### config.mk
export PLATFORM = sky130hd
export DESIGN_NAME = xpt_ctrl_mem
export DESIGN_NICKNAME = d
export VERILOG_FILES = /design/src/rtl/xpt_pkg.sv /design/src/rtl/xpt_addr_decode.sv /design/src/rtl/xpt_wr_ctrl.sv /design/src/rtl/xpt_cell_array.sv /design/src/rtl/xpt_ctrl_mem.sv
export SDC_FILE = /design/constraint.sdc
export NUM_CORES = 1
export LEC_CHECK = 0
export BUFFER_PORTS_ARGS = -buffer_cell sky130_fd_sc_hd__buf_4
export CORE_MARGIN = 5
export CORE_UTILIZATION = 40
export CTS_CLUSTER_SIZE = 20
export DETAILED_ROUTE_END_ITERATION = 12
export PLACE_DENSITY = 0.62
export SKIP_LAST_GASP = 1
export SLEW_MARGIN = 25
export SYNTH_ARGS = -nofsm -noshare
export SYNTH_HDL_FRONTEND = slang
export SYNTH_SLANG_ARGS = --single-unit
### constraint.sdc
create_clock -name clk_i -period 8.5 [get_ports clk_i]
set_clock_uncertainty 0.2 [all_clocks]
set_input_delay 0.85 -clock clk_i [delete_from_list [all_inputs] [get_ports clk_i]]
set_output_delay 0.85 -clock clk_i [all_outputs]
set_load 0.02 [all_outputs]
### src/rtl/xpt_pkg.sv
package xpt_pkg;
    localparam int ROWS      = 12;
    localparam int COLS      = 8;
    localparam int ROW_AW    = 4;
    localparam int COL_AW    = 3;
    localparam int BANK_ROWS = ROWS / 2;
    localparam int CELLS     = ROWS * COLS;
    localparam int IDX_W     = $clog2(CELLS);

    typedef enum logic [1:0] {
        ST_CLEAR = 2'd0,
        ST_IDLE  = 2'd1,
        ST_OPEN  = 2'd2
    } wr_state_e;
endpackage

### src/rtl/xpt_addr_decode.sv
module xpt_addr_decode
    import xpt_pkg::*;
#(
    parameter int N_ROWS  = ROWS,
    parameter int N_COLS  = COLS,
    parameter int RA_W    = ROW_AW,
    parameter int CA_W    = COL_AW,
    parameter int N_CELLS = N_ROWS * N_COLS,
    parameter int IX_W    = $clog2(N_CELLS)
) (
    input  logic [RA_W-1:0]    row_code_i,
    input  logic [CA_W-1:0]    col_i,
    output logic               hit_o,
    output logic [IX_W-1:0]    idx_o,
    output logic [N_CELLS-1:0] sel_o
);
    localparam int BANK = N_ROWS / 2;
    localparam int LO_W = RA_W - 1;

    logic [LO_W-1:0] low_bits;
    logic            bank_bit;
    logic [IX_W-1:0] row_num;

    assign low_bits = row_code_i[LO_W-1:0];
    assign bank_bit = row_code_i[RA_W-1];

    always_comb begin
        hit_o   = (int'(low_bits) < BANK) && (int'(col_i) < N_COLS);
        row_num = IX_W'(int'(low_bits) + (bank_bit ? BANK : 0));
        idx_o   = IX_W'(int'(col_i) * N_ROWS + int'(row_num));
    end

    for (genvar c = 0; c < N_COLS; c++) begin : g_col
        for (genvar r = 0; r < N_ROWS; r++) begin : g_row
            assign sel_o[c*N_ROWS + r] = hit_o && (int'(row_num) == r) && (int'(col_i) == c);
        end
    end

    always_comb begin
        assert ($onehot0(sel_o)) else $error("AST_SEL_ONEHOT");
        if (!hit_o) assert (sel_o == '0) else $error("AST_HOLE_SELECTS_NONE");
    end
endmodule

### src/rtl/xpt_wr_ctrl.sv
module xpt_wr_ctrl
    import xpt_pkg::*;
(
    input  logic clk_i,
    input  logic rst_i,
    input  logic strobe_i,
    output logic wr_en_o,
    output logic capture_o
);
    wr_state_e state_q, state_d;

    always_comb begin
        state_d = state_q;
        unique case (state_q)
            ST_CLEAR: state_d = strobe_i ? ST_OPEN : ST_IDLE;
            ST_IDLE:  state_d = strobe_i ? ST_OPEN : ST_IDLE;
            ST_OPEN:  state_d = strobe_i ? ST_OPEN : ST_IDLE;
            default:  state_d = ST_CLEAR;
        endcase
    end

    always_ff @(posedge clk_i or posedge rst_i) begin
        if (rst_i) state_q <= ST_CLEAR;
        else       state_q <= state_d;
    end

    always_comb begin
        wr_en_o   = 1'b0;
        capture_o = 1'b0;
        unique case (state_q)
            ST_CLEAR: wr_en_o = strobe_i && !rst_i;
            ST_IDLE:  wr_en_o = strobe_i && !rst_i;
            ST_OPEN: begin
                wr_en_o   = strobe_i && !rst_i;
                capture_o = !strobe_i;
            end
            default: wr_en_o = 1'b0;
        endcase
    end

    AST_OPEN_AFTER_STROBE: assert property (@(posedge clk_i) disable iff (rst_i)
        strobe_i |=> (state_q == ST_OPEN));
    AST_IDLE_AFTER_LOW: assert property (@(posedge clk_i) disable iff (rst_i)
        !strobe_i |=> (state_q == ST_IDLE));
endmodule

### src/rtl/xpt_cell_array.sv
module xpt_cell_array #(
    parameter int N_CELLS = xpt_pkg::CELLS
) (
    input  logic               clk_i,
    input  logic               rst_i,
    input  logic               wr_en_i,
    input  logic               data_i,
    input  logic [N_CELLS-1:0] sel_i,
    output logic [N_CELLS-1:0] cell_o
);
    for (genvar i = 0; i < N_CELLS; i++) begin : g_cell
        always_ff @(posedge clk_i or posedge rst_i) begin
            if (rst_i)                     cell_o[i] <= 1'b0;
            else if (wr_en_i && sel_i[i])  cell_o[i] <= data_i;
        end
    end

    AST_NO_WRITE_WITHOUT_EN: assert property (@(posedge clk_i) disable iff (rst_i)
        !wr_en_i |=> $stable(cell_o));
endmodule

### src/rtl/xpt_ctrl_mem.sv
module xpt_ctrl_mem
    import xpt_pkg::*;
#(
    parameter int N_ROWS = ROWS,
    parameter int N_COLS = COLS,
    parameter int RA_W   = ROW_AW,
    parameter int CA_W   = COL_AW
) (
    input  logic                       clk_i,
    input  logic                       rst_i,
    input  logic                       strobe_i,
    input  logic                       data_i,
    input  logic [RA_W-1:0]            row_code_i,
    input  logic [CA_W-1:0]            col_i,
    output logic [N_ROWS*N_COLS-1:0]   sw_en_o
);
    localparam int N_CELLS = N_ROWS * N_COLS;
    localparam int IX_W    = $clog2(N_CELLS);

    logic               hit;
    logic [IX_W-1:0]    idx;
    logic [N_CELLS-1:0] sel;
    logic               wr_en;
    logic               capture;

    xpt_addr_decode #(
        .N_ROWS(N_ROWS), .N_COLS(N_COLS), .RA_W(RA_W), .CA_W(CA_W),
        .N_CELLS(N_CELLS), .IX_W(IX_W)
    ) u_dec (
        .row_code_i(row_code_i),
        .col_i     (col_i),
        .hit_o     (hit),
        .idx_o     (idx),
        .sel_o     (sel)
    );

    xpt_wr_ctrl u_ctl (
        .clk_i    (clk_i),
        .rst_i    (rst_i),
        .strobe_i (strobe_i),
        .wr_en_o  (wr_en),
        .capture_o(capture)
    );

    xpt_cell_array #(.N_CELLS(N_CELLS)) u_cells (
        .clk_i  (clk_i),
        .rst_i  (rst_i),
        .wr_en_i(wr_en),
        .data_i (data_i),
        .sel_i  (sel),
        .cell_o (sw_en_o)
    );

    AST_RESET_LEAVES_CLEAR: assert property (@(posedge clk_i) disable iff (rst_i)
        $fell(rst_i) |-> (sw_en_o == '0));
    AST_SINGLE_CELL_CHANGE: assert property (@(posedge clk_i) disable iff (rst_i)
        1'b1 |=> ($countones(sw_en_o ^ $past(sw_en_o)) <= 1));
    AST_HOLE_NO_CHANGE: assert property (@(posedge clk_i) disable iff (rst_i)
        !hit |=> $stable(sw_en_o));
    AST_WRITE_LANDS: assert property (@(posedge clk_i) disable iff (rst_i)
        (strobe_i && hit) |=> (sw_en_o[$past(idx)] == $past(data_i)));
    AST_HOLD_AFTER_CAPTURE: assert property (@(posedge clk_i) disable iff (rst_i)
        capture |=> $stable(sw_en_o));
endmodule

==> qor.txt, run 1 <==
====================================================================================================
Run status ............................................................................ finished clean
CTS Sinks .............................................................................           98
Max layer used ........................................................................         met4
Power per cell area ...................................................................  173 nW/um^2
Sequential element share of the synthesized area ......................................        55.9%
Crit end category .....................................................................     register
GRT overflow ..........................................................................            0
Number of port buffers ................................................................          106
Total chip power ......................................................................   0.000952 W
Top-level I/O count ...................................................................          107
Core Region ...........................................................................   10800 um^2
Number of nets in the finished design .................................................          475
Total DRC errors in the routed layout .................................................            0
Clock latency on the worst-skew pair ..................................................      0.35 ns
Met2 Wirelength .......................................................................      4730 um
Final Setup Violations ................................................................            0
Share of Yosys cell area claimed by the top area cell type ............................        55.9%
Pin count of the biggest net entering global routing ..................................           97
Clock-pin slew reported for the worst setup and hold paths after clock tree synthesis .      0.10 ns
Switching component of the power ......................................................   0.000252 W
Fraction of layout cells with a size suffix above 1 ...................................        46.8%
Part of the power in the clock network ................................................        34.8%
Transition time of the tightest slew-check pin ........................................     0.866 ns
Total wirelength of the detailed-routed design ........................................     10700 um
Crit path cell chain .................................................................. buf_4 > inv_4 > buf_4 > nand4_1 > nor2_1 > mux2_2
Vias per std cell .....................................................................         4.99
Maximum Capacitance Violations ........................................................            0
EDFF count, synth .....................................................................            0
Crit Path Category ....................................................................       in2reg
Biggest area contributors in the synthesized netlist .................................. sky130_fd_sc_hd__dfrtp_1 (56%), sky130_fd_sc_hd__mux2_2 (22%), sky130_fd_sc_hd__nor2_1 (5.0%)
Violation count after the first detailed-route iteration ..............................          129
Leakage power .........................................................................      2.74 nW
Worst Hold Margin .....................................................................     0.245 ns
Most repeated cell in the gate-level netlist after synthesis .......................... sky130_fd_sc_hd__dfrtp_1
Met3 layer wire length in the routed design ...........................................       843 um
Via count of the first global-routing pass ............................................         3154
Critical path required time ...........................................................      8.56 ns
Average wire per standard cell ........................................................      17.7 um
Cell occurring most often along the worst timing path ................................. sky130_fd_sc_hd__buf_4
Final hold viol count .................................................................            0
Area growth from synthesis to final layout ............................................        25.2%
Max VDD drop ..........................................................................      92.2 uV
Number of setup buffers added after CTS ...............................................            0
Max H-tree Level ......................................................................            3
DPL Wire Length .......................................................................      7360 um
Clock period minus worst slack ........................................................      3.11 ns
Fin util ..............................................................................        50.9%
Fraction of power spent switching nets ................................................        26.4%
Post-DP Area ..........................................................................    5280 um^2
Number of slew-limit violations in the final report ...................................            0
RSZ-0062 raised after global routing ..................................................        false
Maximum buffer depth of the clock tree ................................................            2
Clock tree from TritonCTS .............................................................        built
Wire length of the first global-routing pass ..........................................     17300 um
Internal power ........................................................................   0.000701 W
Wire length the detailed router placed on met1 ........................................      5050 um
Fmax achieved .........................................................................    0.322 GHz
Fraction of registers with async set or reset after synthesis .........................         100%
Initial DRT Pass Iterations ...........................................................            4
Die height ............................................................................       115 um
Syn. warnings .........................................................................            0
Leading cell types by count after synthesis ........................................... sky130_fd_sc_hd__dfrtp_1 (98), sky130_fd_sc_hd__mux2_2 (86), sky130_fd_sc_hd__nor2_1 (58), sky130_fd_sc_hd__nand2_1 (42), sky130_fd_sc_hd__clkbuf_1 (11)
Final instance area ...................................................................    5500 um^2
CP delay by family, top ............................................................... buffers and inverters
Die X-Extent ..........................................................................       115 um
Net Count, Synth ......................................................................          377
Total number of vias ..................................................................         3023
Number of rows created at floorplan ...................................................           38
Yosys top cell by area ................................................................ sky130_fd_sc_hd__dfrtp_1
CP peak stage delay ...................................................................      0.67 ns
Count of different cell masters after synthesis .......................................           29
Num CTS Buffers .......................................................................            9
Die Outline Area ......................................................................   13200 um^2
Count of buffer and inverter cells on the critical path ...............................            3
Accumulated negative setup slack ......................................................         0 ns
Number of synthesized register bits ...................................................           98
Mapped cell area ......................................................................    4390 um^2
Remaining number of nets flagged by the antenna check after routing ...................            0
Number of antenna violations at the first check in global routing .....................            0
Max transition margin .................................................................        42.3%
Routability congestion estimate from global placement .................................        0.760
Number of instances in the synthesized netlist ........................................          363
Highest-delay cell along the critical path ............................................ sky130_fd_sc_hd__buf_4
Worst Hold Class ......................................................................      reg2reg
Hold buffer count at cts ..............................................................            0
Dominant register cell in the synthesized netlist ..................................... sky130_fd_sc_hd__dfrtp_1
Starting density of the core ..........................................................        40.7%
Data arrival time of the worst path ...................................................      3.17 ns
Sort of element at the start of the critical path ..................................... primary input
Post-synthesis area per instance ......................................................    12.1 um^2
Number of gates resized after CTS .....................................................            0
Comb pwr share ........................................................................        12.9%
Root buffer cell ...................................................................... sky130_fd_sc_hd__clkbuf_8
Crit path max fanout ..................................................................           56
Relative contribution of sequential cells to total power ..............................        52.3%
Final worst-path cycle share ..........................................................        36.6%
Antenna cells .........................................................................            0
GR Util All Layers ....................................................................        16.8%
====================================================================================================
-- layout by cell type (no fill, tap or decap), types with 2 or more instances in the layout --
cell / synthesis / layout
sky130_fd_sc_hd__a21bo_2: 2 / 2
sky130_fd_sc_hd__a21oi_1: 2 / 2
sky130_fd_sc_hd__buf_4: 0 / 107
sky130_fd_sc_hd__bufinv_16: 0 / 2
sky130_fd_sc_hd__clkbuf_8: 0 / 9
sky130_fd_sc_hd__dfrtp_1: 98 / 98
sky130_fd_sc_hd__ha_1: 2 / 2
sky130_fd_sc_hd__inv_1: 4 / 3
sky130_fd_sc_hd__mux2_1: 10 / 10
sky130_fd_sc_hd__mux2_2: 86 / 86
sky130_fd_sc_hd__nand2_1: 42 / 42
sky130_fd_sc_hd__nand2b_1: 4 / 4
sky130_fd_sc_hd__nand3_1: 5 / 5
sky130_fd_sc_hd__nand3b_1: 3 / 3
sky130_fd_sc_hd__nand4_1: 4 / 4
sky130_fd_sc_hd__nor2_1: 58 / 58
sky130_fd_sc_hd__nor2b_1: 2 / 2
sky130_fd_sc_hd__nor3_1: 4 / 4
sky130_fd_sc_hd__nor3_2: 2 / 2
sky130_fd_sc_hd__nor4_4: 3 / 3
sky130_fd_sc_hd__or3_1: 3 / 3
sky130_fd_sc_hd__or4_1: 3 / 3
-- power by group through the flow --
stage	clock (W)	sequential [W]	combinational [W]
2_1_floorplan	0	0.000529	0.0000493
6_report	0.000332	0.000498	0.000122
3_5_place_dp	0	0.000507	0.000125
5_1_grt	0.000357	0.000501	0.000134
4_1_cts	0.000340	0.000498	0.000125
3_3_place_gp	0	0.000507	0.000122
-- layout make-up --
class	count	area (um^2)
clock inverters	6	90.1
flip-flops and latches	98	2450
multi-input cells	241	1830
fillers	970	5300
repair buffers	107	803
clock buffers	10	128
well taps	140	175
inverters	4	17.5
-- metal layers --
layer  vias up  track usage [%]
met5         -                0
met3         9             5.47
met2        87             25.2
li1       1416                -
met4         0             3.83
met1      1511             23.8
-- kinds of logic after synthesis --
group | synth area share, %
and+or+nand+nor | 15.1
AOI/OAI and AO/OA | 0.884
buffers and inverters | 2.45
muxes | 24.6
DFF | 55.9
adders and majority gates | 1.03
-- state kept, by name, summed over array words and instances, names as in the netlist --
register and flops:
u_cells.cell_o 96, u_ctl.state_q 2
-- final timing paths --
path	from	endpoint	slack [ns]	cells after the start
max	rst_i	u_cells.cell_o[15]	5.39	6
min	u_ctl.state_q[1]	u_ctl.state_q[0]	0.24	1
max reg2reg	u_ctl.state_q[0]	u_cells.cell_o[79]	6.30	4
min reg2reg	u_ctl.state_q[1]	u_ctl.state_q[0]	0.24	1
max in group asynchronous	rst_i	u_cells.cell_o[48]	6.57	3
min in group asynchronous	rst_i	u_cells.cell_o[8]	0.43	2
-- metrics by stage --
stage          instances  worst slack [ns]
2_1_floorplan        363              3.84
3_3_place_gp         590              4.98
3_5_place_dp         590              4.90
4_1_cts              606              5.30
5_1_grt              606              5.09
6_report             606              5.39
(Power assumes the default switching activity.)
==> inputs of run 2 (changes only) <==
==> constraint.sdc (replaced) <==
create_clock -name clk_i -period 3.24 [get_ports clk_i]
set_clock_uncertainty 0.2 [all_clocks]
set_input_delay 0.324 -clock clk_i [delete_from_list [all_inputs] [get_ports clk_i]]
set_output_delay 0.324 -clock clk_i [all_outputs]
set_load 0.02 [all_outputs]
==> run 2 against run 1 <==
Design area rose by 1.2%. Die area did not move. Hold slack barely moved. Count of clock-buffer cells in the layout rose by 1. Non-clock buffer count rose by 4. Sequential power rose to 2.6 times the previous value. Clock power rose to 2.7 times the previous value. Routed wire length rose by 1.5%. Total power rose to 2.7 times the previous value. First-iteration DRC count rose by 12%. Critical path depth did not move. Critical path type unchanged. Largest power group unchanged.
==> qor.txt, run 2 (synthesized netlist as in run 1, its figures left out) <==
====================================================================================================
Run status ............................................................................ finished clean
Final Setup Violations ................................................................            0
Fraction of layout cells with a size suffix above 1 ...................................        46.8%
Critical path required time ...........................................................      3.31 ns
Clock latency on the worst-skew pair ..................................................      0.36 ns
Via count of the first global-routing pass ............................................         3024
Wire length the detailed router placed on met1 ........................................      5070 um
Number of port buffers ................................................................          106
DPL Wire Length .......................................................................      7480 um
Worst Hold Class ......................................................................      reg2reg
Comb pwr share ........................................................................        12.9%
Fraction of power spent switching nets ................................................        26.3%
Max layer used ........................................................................         met4
DP Worst Slack ........................................................................     0.509 ns
Num CTS Buffers .......................................................................            9
Max FFs per register ..................................................................           96
Fmax achieved .........................................................................    0.414 GHz
Max transition margin .................................................................        43.3%
Total number of vias ..................................................................         3031
Clock-pin slew reported for the worst setup and hold paths after clock tree synthesis .      0.10 ns
Remaining number of nets flagged by the antenna check after routing ...................            0
CTS Sinks .............................................................................           98
Relative contribution of sequential cells to total power ..............................        51.7%
GR Util All Layers ....................................................................        16.9%
Total DRC errors in the routed layout .................................................            0
Pin count of the biggest net entering global routing ..................................           97
Leading cell types in the layout, fill and taps excluded .............................. sky130_fd_sc_hd__buf_4 (108), sky130_fd_sc_hd__dfrtp_1 (98), sky130_fd_sc_hd__mux2_2 (81)
Crit Path Category ....................................................................       in2reg
Violation count after the first detailed-route iteration ..............................          144
RSZ-0062 raised after global routing ..................................................        false
Clock tree from TritonCTS .............................................................        built
Crit path max fanout ..................................................................           13
Part of the power in the clock network ................................................        35.4%
Number of rows created at floorplan ...................................................           38
Crit end category .....................................................................     register
Number of placed instances, taps included .............................................          592
Data arrival time of the worst path ...................................................      2.48 ns
Final worst-path cycle share ..........................................................        74.5%
Root buffer cell ...................................................................... sky130_fd_sc_hd__clkbuf_8
Max H-tree Level ......................................................................            3
Core Region ...........................................................................   10800 um^2
Most common cell after layout, fill and taps aside .................................... sky130_fd_sc_hd__buf_4
Met2 Wirelength .......................................................................      4960 um
GRT overflow ..........................................................................            0
Maximum Capacitance Violations ........................................................            0
Final hold viol count .................................................................            0
Met3 layer wire length in the routed design ...........................................       708 um
Switching component of the power ......................................................   0.000664 W
Die height ............................................................................       115 um
Routability congestion estimate from global placement .................................        0.751
Top-level I/O count ...................................................................          107
Number of antenna violations at the first check in global routing .....................            0
Starting density of the core ..........................................................        40.7%
Wire length of the first global-routing pass ..........................................     17100 um
Internal power ........................................................................    0.00187 W
Vias per std cell .....................................................................         4.97
Total wirelength of the detailed-routed design ........................................     10900 um
Die X-Extent ..........................................................................       115 um
Leakage power .........................................................................      2.78 nW
Sort of element at the start of the critical path ..................................... primary input
Clock period minus worst slack ........................................................      2.41 ns
Maximum buffer depth of the clock tree ................................................            2
Initial DRT Pass Iterations ...........................................................            5
Area growth from synthesis to final layout ............................................        26.7%
Antenna cells .........................................................................            0
Max VDD drop ..........................................................................       187 uV
Number of nets in the finished design .................................................          479
Fin worst setup slack .................................................................     0.826 ns
Biggest regs .......................................................................... u_cells.cell_o (96), u_ctl.state_q (2)
Average wire per standard cell ........................................................      17.8 um
Layout Cells excl Fill ................................................................          610
Transition time of the tightest slew-check pin ........................................     0.850 ns
Number of slew-limit violations in the final report ...................................            0
Die Outline Area ......................................................................   13200 um^2
Power per cell area ...................................................................  455 nW/um^2
Accumulated negative setup slack ......................................................         0 ns
Largest register by flop count ........................................................ u_cells.cell_o
====================================================================================================
==> run 2: cell count changes in the layout (fill, tap and decap cells not counted) <==
cell	before	now
sky130_fd_sc_hd__mux2_2	86	81
sky130_fd_sc_hd__mux2_4	0	5
sky130_fd_sc_hd__dlygate4sd3_1	0	2
sky130_fd_sc_hd__buf_4	107	108
sky130_fd_sc_hd__buf_6	0	1
sky130_fd_sc_hd__clkbuf_8	9	10
sky130_fd_sc_hd__clkinv_2	1	0
sky130_fd_sc_hd__clkinvlp_4	1	2
sky130_fd_sc_hd__inv_4	1	0
==> run 2: final cells by class <==
class | count | area, um^2
Timing Repair Buffer | 111 | 842
Inverter | 4 | 18.8
Fill cell | 956 | 5230
Tap cell | 140 | 175
Multi-Input combinational cell | 241 | 1850
Clock buffer | 11 | 141
Sequential cell | 98 | 2450
Clock inverter | 5 | 85.1
==> run 2: path summary, 6_finish.rpt <==
| path | slack, ns | depth (start not counted) | end | start |
|---|---|---|---|---|
| min | 0.25 | 1 | u_ctl.state_q[0] | u_ctl.state_q[1] |
| max | 0.83 | 6 | u_cells.cell_o[35] | strobe_i |
| min in group asynchronous | 0.38 | 3 | u_cells.cell_o[18] | rst_i |
| max in group asynchronous | 1.37 | 4 | u_cells.cell_o[65] | rst_i |
| max reg2reg | 1.01 | 4 | u_cells.cell_o[35] | u_ctl.state_q[0] |
| min reg2reg | 0.25 | 1 | u_ctl.state_q[0] | u_ctl.state_q[1] |
==> run 2: per-stage QoR <==
stage	hold slack [ns]	cell area, um^2	utilization (%)	power (W)
CTS	0.245	5560	51.5	0.00256
global route	0.256	5560	51.5	0.00263
finish	0.245	5560	51.5	0.00253
global placement	0.195	5310	49.2	0.00166
floorplan	0.187	4430	-	0.00152
detailed placement	0.208	5320	49.3	0.00166
==> run 2: worst max-delay path: stages <==
cell and delay, ns:
sky130_fd_sc_hd__dlygate4sd3_1 0.52, sky130_fd_sc_hd__buf_4 0.10, sky130_fd_sc_hd__a21bo_2 0.32, sky130_fd_sc_hd__or4_1 0.69
sky130_fd_sc_hd__nor2_1 0.17, sky130_fd_sc_hd__mux2_2 0.34
==> run 2: power by group through the flow <==
stage | clock network, W | registers, W | logic [W]
after floorplan | 0 | 0.00139 | 0.000134
after global placement | 0 | 0.00133 | 0.000325
after detailed placement | 0 | 0.00133 | 0.000331
after CTS | 0.000917 | 0.00131 | 0.000333
after global routing | 0.000963 | 0.00131 | 0.000355
final | 0.000895 | 0.00131 | 0.000327
==> run 2: metal layers <==
metal,track usage (%),vias to the layer above
met5,0,-
met4,5.40,0
met3,4.68,15
met2,25.3,79
met1,24.0,1506
li1,-,1431
==> run 2: timing repair <==
item	4_1_cts	5_1_grt
buffers inserted	0	0
endpoints found under the hold margin	12	0
setup endpoints to repair	0	0
hold buffers	2	0
resized for setup	0	0
